### src/rtl/bt_pkg.sv
package bt_pkg;
  localparam int unsigned PRE_W_DEF = 8;
  localparam int unsigned DIV_W_DEF = 16;

  // True when a count has reached the last step of a non-zero limit.
  function automatic logic at_limit(input logic [31:0] cnt, input logic [31:0] lim);
    return (lim != 32'd0) && (cnt == lim - 32'd1);
  endfunction

  // Next value of a modulo-lim counter advanced by one step.
  function automatic logic [31:0] step_count(input logic [31:0] cnt, input logic [31:0] lim);
    if (at_limit(cnt, lim)) return 32'd0;
    return cnt + 32'd1;
  endfunction
endpackage

### src/rtl/bt_prediv.sv
module bt_prediv #(
  parameter int unsigned W = 8
) (
  input  logic         clk,
  input  logic         rst_n,
  input  logic [W-1:0] div_i,
  output logic         tick_o,
  output logic         zero_o,
  output logic         reload_o
);
  logic [W-1:0] lim_q;
  logic [W-1:0] cnt_q;
  logic         last;

  assign reload_o = (div_i != lim_q);
  assign zero_o   = (lim_q == '0);
  assign last     = bt_pkg::at_limit(32'(cnt_q), 32'(lim_q));
  assign tick_o   = !reload_o && last;

  always_ff @(posedge clk) begin
    if (!rst_n) begin
      lim_q <= '0;
      cnt_q <= '0;
    end else if (reload_o) begin
      lim_q <= div_i;
      cnt_q <= '0;
    end else if (!zero_o) begin
      cnt_q <= W'(bt_pkg::step_count(32'(cnt_q), 32'(lim_q)));
    end
  end
endmodule

### src/rtl/bt_ext_sync.sv
module bt_ext_sync #(
  parameter int unsigned STAGES = 2
) (
  input  logic clk,
  input  logic rst_n,
  input  logic async_i,
  output logic rise_o
);
  logic [STAGES-1:0] chain_q;
  logic              hist_q;

  genvar g;
  generate
    for (g = 0; g < STAGES; g++) begin : g_stage
      if (g == 0) begin : g_first
        always_ff @(posedge clk) begin
          if (!rst_n) chain_q[0] <= 1'b0;
          else        chain_q[0] <= async_i;
        end
      end else begin : g_next
        always_ff @(posedge clk) begin
          if (!rst_n) chain_q[g] <= 1'b0;
          else        chain_q[g] <= chain_q[g-1];
        end
      end
    end
  endgenerate

  always_ff @(posedge clk) begin
    if (!rst_n) hist_q <= 1'b0;
    else        hist_q <= chain_q[STAGES-1];
  end

  assign rise_o = chain_q[STAGES-1] && !hist_q;
endmodule

### src/rtl/bt_baud_div.sv
module bt_baud_div #(
  parameter int unsigned W = 16
) (
  input  logic         clk,
  input  logic         rst_n,
  input  logic         src_tick_i,
  input  logic         sel_i,
  input  logic [W-1:0] div_i,
  output logic         tick_o,
  output logic         fire_o,
  output logic         zero_o,
  output logic         reload_o,
  output logic [W-1:0] cnt_o,
  output logic [W-1:0] lim_o
);
  logic [W-1:0] lim_q;
  logic [W-1:0] cnt_q;
  logic         sel_q;
  logic         out_q;

  assign reload_o = (div_i != lim_q) || (sel_i != sel_q);
  assign zero_o   = (lim_q == '0);
  assign fire_o   = !reload_o && src_tick_i &&
                    bt_pkg::at_limit(32'(cnt_q), 32'(lim_q));

  always_ff @(posedge clk) begin
    if (!rst_n) begin
      lim_q <= '0;
      cnt_q <= '0;
      sel_q <= 1'b0;
      out_q <= 1'b0;
    end else begin
      out_q <= fire_o;
      if (reload_o) begin
        lim_q <= div_i;
        sel_q <= sel_i;
        cnt_q <= '0;
      end else if (src_tick_i && !zero_o) begin
        cnt_q <= W'(bt_pkg::step_count(32'(cnt_q), 32'(lim_q)));
      end
    end
  end

  assign tick_o = out_q;
  assign cnt_o  = cnt_q;
  assign lim_o  = lim_q;
endmodule

### src/rtl/baud_tick_gen.sv
module baud_tick_gen #(
  parameter int unsigned PRE_W       = bt_pkg::PRE_W_DEF,
  parameter int unsigned DIV_W       = bt_pkg::DIV_W_DEF,
  parameter int unsigned SYNC_STAGES = 2
) (
  input  logic             clk,
  input  logic             rst_n,
  input  logic             ext_clk_i,
  input  logic             src_sel_i,
  input  logic [PRE_W-1:0] prediv_i,
  input  logic [DIV_W-1:0] divisor_i,
  output logic             tick16_o
);
  logic             int_tick;
  logic             pre_zero;
  logic             pre_reload;
  logic             ext_tick;
  logic             src_tick;
  logic             baud_fire;
  logic             div_zero;
  logic             div_reload;
  logic [DIV_W-1:0] baud_cnt;
  logic [DIV_W-1:0] baud_lim;

  bt_prediv #(.W(PRE_W)) u_prediv (
    .clk(clk), .rst_n(rst_n), .div_i(prediv_i),
    .tick_o(int_tick), .zero_o(pre_zero), .reload_o(pre_reload)
  );

  bt_ext_sync #(.STAGES(SYNC_STAGES)) u_ext_sync (
    .clk(clk), .rst_n(rst_n), .async_i(ext_clk_i), .rise_o(ext_tick)
  );

  assign src_tick = src_sel_i ? ext_tick : int_tick;

  bt_baud_div #(.W(DIV_W)) u_baud_div (
    .clk(clk), .rst_n(rst_n), .src_tick_i(src_tick), .sel_i(src_sel_i),
    .div_i(divisor_i), .tick_o(tick16_o), .fire_o(baud_fire),
    .zero_o(div_zero), .reload_o(div_reload),
    .cnt_o(baud_cnt), .lim_o(baud_lim)
  );
endmodule

### config.mk
export PLATFORM = sky130hd
export DESIGN_NAME = baud_tick_gen
export DESIGN_NICKNAME = d
export VERILOG_FILES = /design/src/rtl/bt_pkg.sv /design/src/rtl/bt_prediv.sv /design/src/rtl/bt_ext_sync.sv /design/src/rtl/bt_baud_div.sv /design/src/rtl/baud_tick_gen.sv
export SDC_FILE = /design/constraint.sdc
export NUM_CORES = 1
export LEC_CHECK = 0
export ABC_AREA = 1
export CAP_MARGIN = 20
export CORE_MARGIN = 1.5
export CORE_UTILIZATION = 43
export CTS_CLUSTER_DIAMETER = 30
export DETAILED_ROUTE_END_ITERATION = 8
export GPL_TIMING_DRIVEN = 0
export REMOVE_ABC_BUFFERS = 1
export SYNTH_ARGS = -nofsm -noshare
export SYNTH_HDL_FRONTEND = slang
export SYNTH_SLANG_ARGS = --single-unit
### constraint.sdc
create_clock -name clk -period 3.42 [get_ports clk]
set_input_delay 0.342 -clock clk [delete_from_list [all_inputs] [get_ports clk]]
set_output_delay 0.342 -clock clk [all_outputs]
set_load 0.005 [all_outputs]
Word level (Yosys, flattened, before mapping)
Cells that the tools add are included.

storage, ports and cells
  register bits after elaboration = 53
  memories = 0
  memory bits (read-only) = 0
  word-level logic and storage cells = 50
  bits in latches = 0
  RAM bits = 0

operators by class
  bitwise logic cells = 1
  magnitude comparators = 0
  $add $sub $neg = 4
  reduce and logical (&&, ||, !) cells = 18
  divide/modulo/power cells = 0
  mux-type cells = 13
  shifts and indexed selects = 0
  multiply operators = 0
  eq/ne operators = 5

operators with widths
  cell                   number
  $eq 16x32->1           1
  $eq 8x32->1            1
  $mux 16                2
  $sub 16x1->17 const B  1
  $add 16x1->16 const B  1
  $logic_not 16->1       1
  $mux 8                 2
  $ne 16x16->1           1
  $reduce_bool 16->1     1
  $mux 1                 9
  $sub 8x1->9 const B    1
  $add 8x1->8 const B    1
  $logic_not 8->1        1
  $ne 8x8->1             1
  $reduce_bool 8->1      1
  $logic_and 1x1->1      7
  $logic_not 1->1        4
  $reduce_or 2->1        2
  $logic_or 1x1->1       1
  $ne 1x1->1             1
  $not 1->1              1

Depth between registers and ports, before layout
  word-level depth = 10
  gate-level depth with buffers = 18

Hierarchy
From an unflattened synthesis, not the netlist that was laid out.

second synthesis, totals
  cells, all modules = 544
  area total of the unflattened synthesis = 3,584.7 um^2

modules (own cells, without submodules)
  module         cells each  instances  area an instance (um^2)
  bt_baud_div    357         1          2,371.0
  bt_prediv      172         1          1,106.1
  bt_ext_sync    11          1          92.6
  baud_tick_gen  4           1          15.0

Worst setup path after synthesis
OpenSTA, ideal clock, no wires.

  path kind = register to register
  start = reg u_prediv.lim_q[0]
  end = reg u_baud_div.cnt_q[5], in the netlist u_baud_div.cnt_o[5]
  slack = 1.493 ns
  setup time = 0.122 ns
  data required time = 3.298 ns
  buffers on the path = 0
  data arrival time = 1.805 ns
  period minus slack after synthesis = 1.927 ns
  stages on the path, launching flop included = 17
  path through = dfxtp_1 > inv_1 > ha_1 > inv_1 > nand2_1 > nand2_1 > nor2_1 > nand2_1 > nor2_1 > nand2_1 > nor2_2 > nand3_2 > nand2_4 > nand3_2 > nor2_1 > xor2_1 > nor2_1

on the way
  word-level cells in the longest chain between the ends = 6
  elaborated cells on any way between the ends = 9

ends and longest elaborated chain
  what                      line                 text
  start: declaration        bt_prediv.sv:11      logic [W-1:0] lim_q;
  start signal: assignment  bt_prediv.sv:25      lim_q <= div_i;
  $sub 8x1->9               bt_pkg.sv:7          return (lim != 32'd0) && (cnt == lim - 32'd1);
  $eq 8x32->1               bt_pkg.sv:7
  $logic_and 1x1->1         bt_pkg.sv:7
  $logic_and 1x1->1 *       bt_prediv.sv:18      assign tick_o = !reload_o && last;
  $mux 1 *                  baud_tick_gen.sv:34  assign src_tick = src_sel_i ? ext_tick : int_tick;
  $logic_and 1x1->1 *       bt_baud_div.sv:38    end else if (src_tick_i && !zero_o) begin
  end signal: assignment    bt_baud_div.sv:39    cnt_q <= W'(bt_pkg::step_count(32'(cnt_q), 32'(lim_q)));
  end: declaration          bt_baud_div.sv:17    logic [W-1:0] cnt_q;

Mark *: on every way between the ends. The rest lies on a longest branch, timed or not.
A chain may end at the register's enable or synchronous reset.

Worst setup path after layout
  start = reg u_prediv.lim_q[0]
  end = reg u_baud_div.cnt_q[1], in the netlist u_baud_div.cnt_o[1]

The elaborated chain is that of the path after synthesis.

==> reports/qor.yml <==
status: "complete, no violations"
ys.flop_type: "dfxtp_1"
grt_setup_unrepaired: "false"
dp.cells: 593
min_delay_path_depth: 2
via_count: 2742
critPathSlowestCell: "dfxtp_1"
drv_slew: 0
cp.required_ns: 3.62
die_area_um2: 8120
worst_setup_path_end_kind: "flop"
yosysUniqueCellTypes: 39
antenna_found_initial: 0
cts_hold_buf: 0
nets: 535
holdWs_ns: 0.423
ys_seq_area_share_pct: 32.5
fin_crit_sh_pct: 66.1
ir_drop_mv: 0.144
cts-resized-gates: 0
drv_cap: 0
synth_seq_cells: 53
drive_gt1_share_pct: 7.75
finClkSkew_ns: 0.00691
min_period_ns: 2.26
worstPathMaxFanout: 10
grt_usage_pct: 17.9
max_clock_freq_mhz: 442
power_density_nw_per_um2: 340
vias_per_cell: 4.55
die_w_um: 90.1
core-area_um2: 7290
dp_hpwl_um: 5210
num_antenna_cells: 0
h-tree-depth: 2
clkLatencyLatePin_ns: 0.31
grt_pass1_vias: 2619
r2r_cells: 15
pin_count: 29
final_core_util_pct: 51.7
tritoncts: "yes"
rows: 31
critPathKind: "reg -> reg"
routed_wl_um: 6590
grt_pass1_wl_um: 11800
dr.first_iter.drc_count: 85
numCtsBuffers: 5
globalplace.congestion: 0.843
cpMostUsedCell: "nand2_1"
path_cells: "inv_1 -> ha_1 -> inv_1 -> nand2_1 -> nand2_1 -> nor2_1 -> nand2_1 -> nor2_1 -> nand2_1 -> nor2_2 -> nand3_2 -> nand2_4 -> nand2_8 -> o21bai_4 -> nor2_1"
drtAntennaViolNets: 0
syn_area_um2: 3260
final_cell_mix: "nand2_1 (120), inv_1 (79), nor2_1 (61), dfxtp_1 (53), xor2_1 (29)"
cts_buffer_depth: 2
io_buffers: 28
max_slew.worst_pin.slew_ns: 0.513
dr.pass1.iters: 4
max-slew-margin-rel_pct: 65.7
crit_arrival_ns: 2.46
cts_root_buffer: "clkbuf_8"
yosys_warnings: 0
clkTransAtPathRegs_ns: 0.10
async_reset_ff_share_pct: 0
drcViolationCount: 0
instances_no_fill: 602
post-cts-setup-buffers: 0
dpl_cell_area_um2: 3640
cp_slowest_stage_delay_ns: 0.37
synthCells: 471
synth.avg_cell_area_um2: 6.93
start_util_pct: 44.8
hp-class: "reg -> reg"
hold_violations: 0
grt_remaining_overflow: 0
final_common_cell: "nand2_1"
design_area_um2: 3770
critPathLaunchType: "flop"
area_delta_synth_final_pct: 15.4
grt_max_degree: 31
power_leakage_nw: 1.72
cts.sinks: 53
setup_viol: 0
wire_per_inst_um: 10.9
dieHeight_um: 90.1
final.setup.tns_ns: 0
synth-edff-count: 0
-- report_power, final --
group	switching, mW	total [mW]	leakage (nW)	internal (mW)
sequential	0.0204	0.655	0.434	0.634
clock	0.214	0.434	0.0554	0.220
combinational	0.101	0.191	1.23	0.0903
total	0.335	1.28	1.72	0.945
-- stage by stage --
step                      power [mW]  worst slack (ns)
final                           1.28              1.16
after global routing            1.36             0.875
after CTS                       1.30              1.10
after detailed placement       0.859             0.773
after global placement         0.855             0.818
after floorplan                0.788              1.49
-- state kept, by name, summed over array words and instances, names as in the netlist --
| register | flops |
|---|---|
| u_ext_sync.chain_q | 2 |
| u_baud_div.lim_o | 16 |
| u_prediv.lim_q | 8 |
| u_baud_div.cnt_o | 16 |
| u_ext_sync.hist_q | 1 |
| u_baud_div.tick_o | 1 |
| u_prediv.cnt_q | 8 |
| u_baud_div.sel_q | 1 |
-- Yosys cell counts (3+ instances only) --
| master | n | area share, % |
|---|---|---|
| a21oi_1 | 12 | 1.8 |
| dfxtp_1 | 53 | 33 |
| ha_1 | 5 | 1.9 |
| inv_1 | 79 | 9.1 |
| inv_2 | 3 | 0.34 |
| nand2_1 | 120 | 14 |
| nand3_1 | 23 | 3.5 |
| nand3b_1 | 4 | 0.92 |
| nand4_1 | 8 | 1.5 |
| nor2_1 | 61 | 7.0 |
| nor2_2 | 6 | 1.1 |
| nor2_4 | 3 | 1.0 |
| nor3_1 | 5 | 0.77 |
| nor3b_1 | 3 | 0.69 |
| o21ai_0 | 4 | 0.61 |
| or2_2 | 7 | 1.3 |
| xnor2_1 | 20 | 5.4 |
| xor2_1 | 29 | 7.8 |
-- layout make-up --
cell class | instances | area (um^2)
Clock inverter | 2 | 38.8
Timing Repair Buffer | 29 | 295
Sequential cell | 53 | 1060
Clock buffer | 6 | 72.6
Inverter | 82 | 308
Tap cell | 99 | 124
Multi-Input combinational cell | 331 | 1870
Fill cell | 776 | 3520
-- worst max-delay path, delay by kind of cell (launching register included) --
family | cells | cell delay (ns)
and+or+nand+nor | 11 | 0.96
DFF | 1 | 0.37
adders and majority gates | 1 | 0.32
AOI/OAI and AO/OA | 1 | 0.30
buffers and inverters | 2 | 0.17
-- path summary, 6_finish.rpt --
path | slack [ns] | startpoint | to
setup / recovery | 1.16 | u_prediv.lim_q[0]$_SDFFE_PN0P_ | u_baud_div.cnt_o[1]$_SDFFE_PP0P_
hold / removal | 0.42 | u_ext_sync.chain_q[0]$_SDFF_PN0_ | u_ext_sync.chain_q[1]$_SDFF_PN0_
setup reg to reg | 1.16 | u_prediv.lim_q[0]$_SDFFE_PN0P_ | u_baud_div.cnt_o[1]$_SDFFE_PP0P_
hold reg to reg | 0.42 | u_ext_sync.chain_q[0]$_SDFF_PN0_ | u_ext_sync.chain_q[1]$_SDFF_PN0_
-- layer usage --
| layer | vias up | GRT usage [%] | routed length (um) |
|---|---|---|---|
| met5 | - | 0 | 0 |
| met4 | 0 | 4.89 | 74 |
| met3 | 6 | 3.55 | 203 |
| met2 | 38 | 29.0 | 2820 |
| met1 | 1205 | 24.1 | 3500 |
| li1 | 1493 | - | - |
-- cells by family (layout without fill, tap and decap cells) --
kind of cell | Yosys count | after routing | synth area share, %
AOI/OAI and AO/OA | 20 | 20 | 3.68
xor gates and xnor gates | 50 | 50 | 13.9
adders and majority gates | 5 | 5 | 1.92
buffers and inverters | 87 | 119 | 10.3
DFF | 53 | 53 | 32.5
muxes | 1 | 1 | 0.307
and+or+nand+nor | 255 | 255 | 37.4
Note: power is estimated with default switching activity, not from simulation.
